===== config.mk =====
export PLATFORM = sky130hd
export DESIGN_NAME = irqc_banked
export DESIGN_NICKNAME = d
export VERILOG_FILES = /design/src/rtl/irqc_pkg.sv /design/src/rtl/irqc_mask_bank.sv /design/src/rtl/irqc_status_word.sv /design/src/rtl/irqc_fiq_sel.sv /design/src/rtl/irqc_banked.sv
export SDC_FILE = /design/constraint.sdc
export NUM_CORES = 1
export LEC_CHECK = 0
export BUFFER_PORTS_ARGS = -buffer_cell sky130_fd_sc_hd__buf_2
export CAP_MARGIN = 20
export CORE_UTILIZATION = 58
export CTS_CLUSTER_DIAMETER = 80
export DETAILED_ROUTE_END_ITERATION = 10
export PLACE_DENSITY = 0.87
export SLEW_MARGIN = 15
export SYNTH_ARGS = -nofsm -noshare
export SYNTH_HDL_FRONTEND = slang
export SYNTH_SLANG_ARGS = --single-unit

===== constraint.sdc =====
create_clock -name clk -period 6.25 [get_ports clk]
set_input_delay 1.875 -clock clk [delete_from_list [all_inputs] [get_ports clk]]
set_output_delay 1.875 -clock clk [all_outputs]
set_load 0.01 [all_outputs]

===== src/rtl/irqc_pkg.sv =====
package irqc_pkg;

    localparam int BASIC_W   = 8;
    localparam int WIDE_W    = 32;
    localparam int DATA_W    = 32;
    localparam int ADDR_W    = 6;
    localparam int FIQ_IDX_W = 7;
    localparam int SC1_N     = 5;
    localparam int SC2_N     = 6;
    localparam int SUM1_BIT  = BASIC_W;
    localparam int SUM2_BIT  = BASIC_W + 1;
    localparam int SC1_LSB   = BASIC_W + 2;
    localparam int SC2_LSB   = SC1_LSB + SC1_N;
    localparam int STAT_W    = SC2_LSB + SC2_N;
    localparam int FLAT_N    = 2 * WIDE_W + BASIC_W;

    localparam logic [ADDR_W-1:0] OFF_STAT  = 6'h00;
    localparam logic [ADDR_W-1:0] OFF_PND1  = 6'h04;
    localparam logic [ADDR_W-1:0] OFF_PND2  = 6'h08;
    localparam logic [ADDR_W-1:0] OFF_FIQ   = 6'h0C;
    localparam logic [ADDR_W-1:0] OFF_SET1  = 6'h10;
    localparam logic [ADDR_W-1:0] OFF_SET2  = 6'h14;
    localparam logic [ADDR_W-1:0] OFF_SET0  = 6'h18;
    localparam logic [ADDR_W-1:0] OFF_CLR1  = 6'h1C;
    localparam logic [ADDR_W-1:0] OFF_CLR2  = 6'h20;
    localparam logic [ADDR_W-1:0] OFF_CLR0  = 6'h24;

    // Sources of each wide bank that own a shortcut bit
    localparam logic [WIDE_W-1:0] SC1_SEL = 32'h000C_0680;
    localparam logic [WIDE_W-1:0] SC2_SEL = 32'h43E0_0000;

    typedef struct packed {
        logic                 en;
        logic [FIQ_IDX_W-1:0] idx;
    } fiq_ctl_t;

    function automatic logic [SC1_N-1:0] pick_sc1(input logic [WIDE_W-1:0] p);
        return {p[19], p[18], p[10], p[9], p[7]};
    endfunction

    function automatic logic [SC2_N-1:0] pick_sc2(input logic [WIDE_W-1:0] p);
        return {p[30], p[25], p[24], p[23], p[22], p[21]};
    endfunction

endpackage


===== src/rtl/irqc_mask_bank.sv =====
module irqc_mask_bank #(
    parameter int W = 32
) (
    input  logic         clk,
    input  logic         rst,
    input  logic         set_we,
    input  logic         clr_we,
    input  logic [W-1:0] wbits,
    input  logic [W-1:0] raw,
    output logic [W-1:0] mask,
    output logic [W-1:0] pend
);

    always_ff @(posedge clk) begin
        if (rst)
            mask <= '0;
        else if (set_we)
            mask <= mask | wbits;
        else if (clr_we)
            mask <= mask & ~wbits;
    end

    assign pend = raw & mask;

    assert_reset_R1: assert property (@(posedge clk) rst |=> (mask == '0));

    assert_set_R2: assert property (@(posedge clk) disable iff (rst)
        set_we |=> ((mask & $past(wbits)) == $past(wbits)));

    assert_clear_R3: assert property (@(posedge clk) disable iff (rst)
        (clr_we && !set_we) |=> ((mask & $past(wbits)) == '0));

    assert_keep_R2: assert property (@(posedge clk) disable iff (rst)
        (set_we || clr_we) |=> ((mask & ~$past(wbits)) == ($past(mask) & ~$past(wbits))));

endmodule


===== src/rtl/irqc_status_word.sv =====
module irqc_status_word
    import irqc_pkg::*;
(
    input  logic [BASIC_W-1:0] pend0,
    input  logic [WIDE_W-1:0]  pend1,
    input  logic [WIDE_W-1:0]  pend2,
    output logic [DATA_W-1:0]  stat
);

    always_comb begin
        stat                            = '0;
        stat[BASIC_W-1:0]               = pend0;
        stat[SUM1_BIT]                  = |(pend1 & ~SC1_SEL);
        stat[SUM2_BIT]                  = |(pend2 & ~SC2_SEL);
        stat[SC1_LSB +: SC1_N]          = pick_sc1(pend1);
        stat[SC2_LSB +: SC2_N]          = pick_sc2(pend2);
    end

endmodule


===== src/rtl/irqc_fiq_sel.sv =====
module irqc_fiq_sel
    import irqc_pkg::*;
(
    input  logic [BASIC_W-1:0] raw0,
    input  logic [WIDE_W-1:0]  raw1,
    input  logic [WIDE_W-1:0]  raw2,
    input  fiq_ctl_t           ctl,
    output logic               fiq
);

    logic [FLAT_N-1:0] flat;
    logic              hit;

    // Flat order: bank 1, bank 2, then basic bank
    assign flat = {raw0, raw2, raw1};

    always_comb begin
        hit = 1'b0;
        for (int i = 0; i < FLAT_N; i++)
            if (ctl.idx == FIQ_IDX_W'(i))
                hit = flat[i];
    end

    assign fiq = ctl.en & hit;

endmodule


===== src/rtl/irqc_banked.sv =====
module irqc_banked
    import irqc_pkg::*;
(
    input  logic              clk,
    input  logic              rst,
    input  logic              reg_wr,
    input  logic [5:0]        reg_addr,
    input  logic [31:0]       reg_wdata,
    output logic [31:0]       reg_rdata,
    input  logic [7:0]        src_basic,
    input  logic [31:0]       src_b1,
    input  logic [31:0]       src_b2,
    output logic              irq,
    output logic              fiq
);

    logic [WIDE_W-1:0]  raw_w  [2];
    logic [WIDE_W-1:0]  mask_w [2];
    logic [WIDE_W-1:0]  pend_w [2];
    logic [BASIC_W-1:0] mask0, pend0;
    logic [DATA_W-1:0]  stat0;
    fiq_ctl_t           fiq_ctl;

    assign raw_w[0] = src_b1;
    assign raw_w[1] = src_b2;

    for (genvar b = 0; b < 2; b++) begin : g_wide
        localparam logic [ADDR_W-1:0] SET_OFF = (b == 0) ? OFF_SET1 : OFF_SET2;
        localparam logic [ADDR_W-1:0] CLR_OFF = (b == 0) ? OFF_CLR1 : OFF_CLR2;
        irqc_mask_bank #(.W(WIDE_W)) u_bank (
            .clk    (clk),
            .rst    (rst),
            .set_we (reg_wr && reg_addr == SET_OFF),
            .clr_we (reg_wr && reg_addr == CLR_OFF),
            .wbits  (reg_wdata[WIDE_W-1:0]),
            .raw    (raw_w[b]),
            .mask   (mask_w[b]),
            .pend   (pend_w[b])
        );
    end

    irqc_mask_bank #(.W(BASIC_W)) u_basic (
        .clk    (clk),
        .rst    (rst),
        .set_we (reg_wr && reg_addr == OFF_SET0),
        .clr_we (reg_wr && reg_addr == OFF_CLR0),
        .wbits  (reg_wdata[BASIC_W-1:0]),
        .raw    (src_basic),
        .mask   (mask0),
        .pend   (pend0)
    );

    irqc_status_word u_stat (
        .pend0 (pend0),
        .pend1 (pend_w[0]),
        .pend2 (pend_w[1]),
        .stat  (stat0)
    );

    always_ff @(posedge clk) begin
        if (rst)
            fiq_ctl <= '0;
        else if (reg_wr && reg_addr == OFF_FIQ)
            fiq_ctl <= fiq_ctl_t'(reg_wdata[FIQ_IDX_W:0]);
    end

    irqc_fiq_sel u_fiq (
        .raw0 (src_basic),
        .raw1 (src_b1),
        .raw2 (src_b2),
        .ctl  (fiq_ctl),
        .fiq  (fiq)
    );

    assign irq = |stat0[STAT_W-1:0];

    always_comb begin
        case (reg_addr)
            OFF_STAT:           reg_rdata = stat0;
            OFF_PND1:           reg_rdata = pend_w[0];
            OFF_PND2:           reg_rdata = pend_w[1];
            OFF_FIQ:            reg_rdata = DATA_W'(fiq_ctl);
            OFF_SET1, OFF_CLR1: reg_rdata = mask_w[0];
            OFF_SET2, OFF_CLR2: reg_rdata = mask_w[1];
            OFF_SET0, OFF_CLR0: reg_rdata = DATA_W'(mask0);
            default:            reg_rdata = '0;
        endcase
    end

    assert_fiq_reset_R1: assert property (@(posedge clk) rst |=> (fiq_ctl == '0));

    assert_shortcut_only_R5: assert property (@(posedge clk) disable iff (rst)
        (pend_w[0] != '0 && (pend_w[0] & ~SC1_SEL) == '0) |-> !stat0[SUM1_BIT]);

    assert_shortcut_bit_R6: assert property (@(posedge clk) disable iff (rst)
        (src_b2[30] && mask_w[1][30]) |-> stat0[SC2_LSB + SC2_N - 1]);

    assert_irq_masked_R10: assert property (@(posedge clk) disable iff (rst)
        (mask0 == '0 && mask_w[0] == '0 && mask_w[1] == '0) |-> !irq);

    assert_fiq_gate_R9: assert property (@(posedge clk) disable iff (rst)
        !fiq_ctl.en |-> !fiq);

endmodule


==> results of run 1 <==
==> layer usage <==
metal | vias up | share of wire
met2 | 603 | 0.41
met1 | 3064 | 0.39
met5 | - | 0
met3 | 84 | 0.17
met4 | 0 | 0.036
li1 | 2961 | -
==> critical path: stages <==
cell	delay, ns
buf_2	0.14
mux2i_1	0.14
nor2_1	0.05
a2111oi_0	0.65
nor3b_1	0.14
o41ai_1	0.41
a31oi_1	0.14
buf_2	0.16
==> final cells by class <==
class                   count  area [µm²]
fillers                   785        2830
clock inverters             6        67.6
well taps                 111         139
multi-input cells         512        3360
inverters                  57         214
clock buffers              10         128
flip-flops and latches     80        1600
repair buffers            163         858
==> cells in the final DEF, fill, tap and decap left out, types with 9 or more instances in the layout <==
master    instances
a31oi_1          15
dfxtp_1          80
nor2_1           20
a22oi_1          34
inv_1            55
a22o_1            9
nand2_1          28
buf_2           146
a21o_1           23
o22ai_1          11
clkbuf_8          9
a32oi_1          15
a21oi_1         123
a211oi_1         64
mux2i_1          20
nand3_1          18
o221ai_1         10
o21ai_0          29
buf_4            17
==> power by group through the flow <==
stage               combinational [mW]  sequential [mW]  clock (mW)
global placement                 0.134            0.529           0
floorplan                       0.0510            0.527           0
global route                     0.150            0.518       0.419
detailed placement               0.137            0.529           0
CTS                              0.137            0.517       0.392
finish                           0.145            0.517       0.395
==> cells by family after synthesis <==
kind of cell,after synthesis,synth area share
AO/OA/AOI/OAI,360,0.437
AND/OR/NAND/NOR,127,0.127
buffers and inverters,117,0.0940
flip-flops,80,0.293
multiplexers,24,0.0470
XOR/XNOR,1,0.00160
==> path summary, 6_finish.rpt <==
| kind | start | end | slack (ns) | cells after the start |
|---|---|---|---|---|
| worst min-delay path | flip-flop | flip-flop | 0.52 | 2 |
| worst min register to register | flip-flop | flip-flop | 0.52 | 2 |
| worst max register to register | fiq_ctl[1] | fiq_ctl[1] | 4.69 | 3 |
| worst max-delay path | src_b2[9] | fiq | 0.66 | 8 |
==> impl_metrics.toml, run 1 <==
[flow_run]
drv_cap = 0

[clock_tree]
cts_resized = 0
htree_levels = 3
cts_sinks = 80
insertion_delay_ns = 0.36
path_clk_slew_ns = 0.08
cts_tree = "done"
clockBufferDepth = 2
numCtsBuffers = 9
cts.hold.buffers_added = 0
post_cts_buffers = 0
ctsRootBufferMaster = "clkbuf_8"

[global_route]
use_met1 = 0.661
use_met3 = 0.113
grt-busiest-layer = "met1"
track_usage = 0.447
grt_pass1_wl_mm = 33.3
grt_overflow = 0
grt_pass1_vias = 5869
grtUsageMet2 = 0.630
grt_start_max_net_pins = 46
antenna_found_initial = 0

[drt]
remaining_drc_errors = 0
drt_iter0_markers = 1028
wire_per_inst_um = 23.7
dr.pass1.iters = 6
routed_wirelength_mm = 22.3
viasPerCell = 7.15
num_vias = 6712
ant_nets = 0

[sta]
fmax_mhz = 179
rsz0062_at_grt = "false"
period_minus_slack_ns = 5.59
finalSetupViolCount = 0
worst_pin_slew_ns = 0.943
slew_headroom = 0.371
holdWs_ns = 0.522
final_hold_viol_count = 0
clock_skew_ns = 0
tns_ns = 0
setup_ws_ns = 0.656
fin_crit_sh = 0.895
drv_slew = 0

[pwr]
p_clk_frac = 0.373
p_switching_uw = 308
power_density_mw_per_mm2 = 166
leakagePower_nw = 2.38
power_frac_comb = 0.137
seqPwrFrac = 0.489
power_mw = 1.06
sw_frac_of_total = 0.291
peakVddDrop_mv = 0.126
p_int_uw = 750

[yosys]
ys_warn_count = 0
yosys-top-cells-area = "dfxtp_1, a21oi_1, a211oi_1"
syn-instance-count = 709
synth_cell_types = 63
ys_async_sr_fraction = 0
yosysTopAreaCell = "dfxtp_1"
synth_edf_count = 0
synth_seq_cells = 80
syn_avg_cell_area_um2 = 7.70
synth_fp_nets = 822
synth_top_flop_cell = "dfxtp_1"
yosysMostFrequentCell = "a21oi_1"
yosysSeqAreaShare = 0.293
netlist_top_cells_count = "a21oi_1, dfxtp_1, a211oi_1"
synthesis.area_mm2 = 0.00546
synth_top_cell_area_share = 0.293

[floorplanning]
initial_core_util = 0.594
fp.dieH_um = 99.0
die-area_mm2 = 0.00980
rows = 35
ios = 147
core_mm2 = 0.00920
die_w_um = 99.0

[place]
pre_cts_slack_ns = 0.748
post-dp-hpwl_mm = 16.6
place.gp.congestion = 1.06
io_buffers = 146
placed_cell_area_mm2 = 0.00617
dp_cells = 923

[cells_and_area]
area_delta_synth_final_pct = 16.6
stdcell_area_mm2 = 0.00637
n_antenna_cell = 0
post_route_cells_drive_above_1_share = 0.233
fin_cells = 939
finish.net_count = 936
final_core_util = 0.692

[worst_hold_path]
hp-class = "flip-flop to flip-flop"

[worst_setup_path]
critPathArrivalTime_ns = 3.72
worstPathMaxFanout = 3
cp-end-kind = "output pin"
path_class = "primary input to output pin"
required_ns = 4.38
worst_setup_path_start_kind = "primary input"

[run_status]
status = "finished clean"
No activity file was read; power rests on OpenSTA's default activity.
==> run 2, diff against run 1 <==
- CORE_UTILIZATION: 58 -> 60
- SYNTH_HIERARCHICAL: unset -> 1
==> impl_metrics.toml, run 2 <==
[run_status]
status = "finished clean"

[pwr]
p_clk_frac = 0.461
p_switching_uw = 313
seqPwrFrac = 0.431
peakVddDrop_mv = 0.169
leakagePower_nw = 2.90
sw_frac_of_total = 0.262
power_density_mw_per_mm2 = 158
p_int_uw = 881
power_frac_comb = 0.108

[place]
dp_cells = 1047
place.gp.congestion = 1.05
post-dp-hpwl_mm = 15.8
io_buffers = 146

[floorplanning]
die-area_mm2 = 0.0118
fp.dieH_um = 108
ios = 147
die_w_um = 108
rows = 38
initial_core_util = 0.622
core_mm2 = 0.0109

[yosys]
synth_cell_types = 74
yosysTopAreaCell = "dfxtp_1"
yosysSeqAreaShare = 0.236
synth_mux_area_frac = 0.0547
synth_compound_area_frac = 0.345
synth_edf_count = 0
synth_xor_area_frac = 0
syn-instance-count = 822
synthAdderAreaFrac = 0
synth_top_flop_cell = "dfxtp_1"
syn_avg_cell_area_um2 = 8.27
yosys.area_share.simple = 0.264
yosysMostFrequentCell = "nand2_1"
netlist_top_cells_count = "nand2_1, dfxtp_1, and2_1"
synth_seq_cells = 80
synth_top_cell_area_share = 0.236
ys_warn_count = 6
ys_async_sr_fraction = 0
yosys-top-cells-area = "dfxtp_1, a21bo_1, a21oi_2"
synthesis.area_mm2 = 0.00680
synth_top_family_by_area = "compound AO/OA/AOI/OAI gates"

[sta]
worst_pin_slew_ns = 1.10
final_hold_viol_count = 0
drv_slew = 0
finalSetupViolCount = 0
fin_crit_sh = 0.974
tns_ns = 0
slew_headroom = 0.263
rsz0062_at_grt = "false"
clock_skew_ns = 0
fmax_mhz = 164
period_minus_slack_ns = 6.09

[worst_setup_path]
crit_chain = "buf_2, and2_1, nor4_1, and3_1, nand4_1, nor4_1, nand4_1, or4_1, buf_2"
path_class = "primary input to output pin"
worst_setup_path_start_kind = "primary input"
cpPeakStageDelay_ns = 0.51
worstPathMaxFanout = 2
worst_path_max_delay_cell = "nor4_1"
cp-end-kind = "output pin"
critPathArrivalTime_ns = 4.21
required_ns = 4.38
regToRegSetupSlack_ns = 4.90

[drt]
drt_iter0_markers = 839
remaining_drc_errors = 0
num_vias = 7076
routed_wirelength_mm = 22.0
dr.pass1.iters = 5
wire_per_inst_um = 20.7
viasPerCell = 6.66
ant_nets = 0

[cells_and_area]
post_route_cells_drive_above_1_share = 0.306
final_cell_mix = "buf_2, nand2_1, dfxtp_1"
fin_cells = 1063
n_antenna_cell = 0
finish.net_count = 1031
area_delta_synth_final_pct = 11.1
layout_commonest_cell = "buf_2"

[global_route]
grt_pass1_vias = 6460
track_usage = 0.377
antenna_found_initial = 1
grt_overflow = 0
grt_start_max_net_pins = 55
grt_pass1_wl_mm = 34.0

[clock_tree]
ctsRootBufferMaster = "clkbuf_16"
numCtsBuffers = 9
cts_tree = "done"
post_cts_buffers = 0
path_clk_slew_ns = 0.06
htree_levels = 3
clockBufferDepth = 2
cts_sinks = 80
cts_resized = 0
insertion_delay_ns = 0.35
cts.hold.buffers_added = 0

[worst_hold_path]
hp-class = "flip-flop to flip-flop"

[flow_run]
drv_cap = 0
## run 2: final cells by class
type	instances	area (µm²)
Clock buffer	10	239
Clock inverter	6	68.8
Inverter	12	45.0
Multi-Input combinational cell	654	4580
Timing Repair Buffer	161	846
Tap cell	140	175
Sequential cell	80	1600
Fill cell	920	3380
## run 2: critical path, delay by kind of cell
kind	cells	cell delay, ns
buffers and inverters	2	0.27
and+or+nand+nor	7	2.08
## run 2: logic make-up (layout without fill, tap and decap cells)
family | Yosys count | in the layout
other cells | 1 | 11
mux | 30 | 30
compound gates | 279 | 279
flops | 80 | 80
buf+inv | 98 | 189
simple gates | 334 | 334
## run 2: worst paths after layout
check,start,to,cells past startpoint
worst min register to register,fiq_ctl[7],fiq_ctl[7],2
worst min-delay path,fiq_ctl[7],fiq_ctl[7],2
worst max register to register,fiq_ctl[0],fiq_ctl[0],2
worst max-delay path,src_b2[18],irq,9
## run 2: per-stage QoR
step	worst slack [ns]	utilization	total power, mW	hold slack, ns	cell area, µm²
final	0.161	0.691	1.19	0.587	7560
after global routing	0.197	0.691	1.23	0.604	7560
after CTS	0.301	0.691	1.19	0.578	7560
after detailed placement	0.304	0.663	0.649	0.567	7250
after global placement	0.324	0.663	0.648	0.554	7250
after floorplan	0.812	-	0.583	0.477	6840
## run 2: layer usage
layer | GRT usage | vias to the layer above | wire length [µm]
met3 | 0.0826 | 95 | 2430
met1 | 0.492 | 3284 | 8830
met5 | 0 | - | 11
met2 | 0.582 | 521 | 9720
met4 | 0.194 | 2 | 970
li1 | - | 3174 | -
## run 2: power groups by stage
stage | Combinational, mW | Sequential [mW] | Clock [mW]
finish | 0.129 | 0.515 | 0.550
global route | 0.136 | 0.515 | 0.577
CTS | 0.124 | 0.514 | 0.555
detailed placement | 0.123 | 0.526 | 0
global placement | 0.122 | 0.526 | 0
floorplan | 0.0587 | 0.524 | 0
==> run 3, diff against run 2 <==
- CORE_MARGIN: unset -> 5
==> impl_metrics.toml, run 3 (synthesis gave the netlist of run 2 again) <==
[sta]
drv_slew = 0
worst_pin_slew_ns = 1.11
rsz0062_at_grt = "false"
tns_ns = 0
finalSetupViolCount = 0
period_minus_slack_ns = 6.08
fin_crit_sh = 0.973
final_hold_viol_count = 0
slew_headroom = 0.262
fmax_mhz = 165
clock_skew_ns = 0

[run_status]
status = "finished clean"

[drt]
routed_wirelength_mm = 22.4
remaining_drc_errors = 0
viasPerCell = 6.65
dr.pass1.iters = 6
ant_nets = 0
met3_length_mm = 2.46
drt_iter0_markers = 996
wire_per_inst_um = 21.1
num_vias = 7051
wl_met1_mm = 9.06
wl_met2_mm = 9.93
top_layer_used = "met4"

[cells_and_area]
n_antenna_cell = 0
finish.net_count = 1029
seqCellArea_mm2 = 0.00160
multi_input_area_mm2 = 0.00458
area_delta_synth_final_pct = 11.2
post_route_cells_drive_above_1_share = 0.304
final_cell_mix = "buf_2, nand2_1, dfxtp_1"
fill_cells = 895
fin_cells = 1061
stdcell_area_mm2 = 0.00756
layout_commonest_cell = "buf_2"

[worst_setup_path]
worst_path_max_delay_cell = "nor4_1"
r2r_start = "fiq_ctl[1]"
ff2ff_path_depth = 2
critPathArrivalTime_ns = 4.20
cp-startpoint = "src_b1[12]"
path_buf_inv = 2
crit_family = "simple AND/OR/NAND/NOR gates"
worstPathMaxFanout = 3
crit_end = "irq"
r2r_end = "fiq_ctl[1]"
crit_chain = "buf_2, and2_1, nor4_1, and4_1, nand4_1, nor4_1, nand4_1, or4_1, buf_2"
cp-end-kind = "output pin"
regToRegSetupSlack_ns = 4.85
path_class = "primary input to output pin"
required_ns = 4.38
cp.depth = 9
worst_setup_path_start_kind = "primary input"
cpPeakStageDelay_ns = 0.53

[global_route]
grt_pass1_vias = 6785
grt_overflow = 0
antenna_found_initial = 1
grt_start_max_net_pins = 55
track_usage = 0.328
grt_pass1_wl_mm = 35.0

[pwr]
p_clk_frac = 0.460
power_density_mw_per_mm2 = 158
leakagePower_nw = 2.88
p_switching_uw = 311
sw_frac_of_total = 0.261
power_frac_comb = 0.108
seqPwrFrac = 0.432
peakVddDrop_mv = 0.194
p_int_uw = 880

[clock_tree]
insertion_delay_ns = 0.34
cts_tree = "done"
ctsRootBufferMaster = "clkbuf_16"
path_clk_slew_ns = 0.07
htree_levels = 3
post_cts_buffers = 0
numCtsBuffers = 9
cts_sinks = 80
cts_resized = 0
clockBufferDepth = 2
cts.hold.buffers_added = 0

[place]
io_buffers = 146
post-dp-hpwl_mm = 16.3
placed_cell_area_mm2 = 0.00725
place.gp.congestion = 0.990
dp_cells = 1045

[worst_hold_path]
hp-class = "flip-flop to flip-flop"
min_path_cells = 2

[floorplanning]
rows = 38
fp.dieH_um = 116
die-area_mm2 = 0.0136
ios = 147
die_w_um = 116
initial_core_util = 0.619
core_mm2 = 0.0110

[flow_run]
drv_cap = 0
## run 3: per-layer routing
layer | up-vias | GRT usage
li1 | 3169 | -
met1 | 3296 | 0.442
met2 | 500 | 0.514
met3 | 86 | 0.0606
met4 | 0 | 0.141
met5 | - | 0
## run 3: worst register-to-register path, delay by kind of cell (launching register included)
family	cells	cell delay [ns]
simple gates	1	0.12
mux	1	0.16
flops	1	1.05
## run 3: power by group through the flow
| stage | clock network, mW | registers (mW) | logic (mW) |
|---|---|---|---|
| floorplan | 0 | 0.524 | 0.0587 |
| global placement | 0 | 0.526 | 0.122 |
| detailed placement | 0 | 0.526 | 0.124 |
| CTS | 0.547 | 0.515 | 0.124 |
| global route | 0.568 | 0.515 | 0.137 |
| finish | 0.547 | 0.515 | 0.129 |
## run 3: how the worst min path moves through the flow
stage                from          to  slack, ns
3_3_place_gp   fiq_ctl[7]  fiq_ctl[7]       0.52
4_1_cts        fiq_ctl[7]  fiq_ctl[7]       0.56
3_5_place_dp   fiq_ctl[7]  fiq_ctl[7]       0.54
2_1_floorplan  fiq_ctl[4]  fiq_ctl[4]       0.48
6_report       fiq_ctl[7]  fiq_ctl[7]       0.56
5_1_grt         flip-flop   flip-flop       0.61
## run 3: area by class of cell
class,count,share of cell area
Clock inverter,6,0.00910
Multi-Input combinational cell,654,0.606
Clock buffer,10,0.0316
Inverter,12,0.00596
Tap cell,140,0.0232
Timing Repair Buffer,159,0.112
Sequential cell,80,0.212
## run 3: per-stage QoR
| step | util | setup slack [ns] | hold WS (ns) | power (mW) |
|---|---|---|---|---|
| 2_1_floorplan | - | 0.812 | 0.477 | 0.583 |
| 3_3_place_gp | 0.660 | 0.287 | 0.523 | 0.648 |
| 3_5_place_dp | 0.660 | 0.311 | 0.540 | 0.650 |
| 4_1_cts | 0.688 | 0.306 | 0.556 | 1.19 |
| 5_1_grt | 0.688 | 0.116 | 0.606 | 1.22 |
| 6_report | 0.688 | 0.171 | 0.564 | 1.19 |
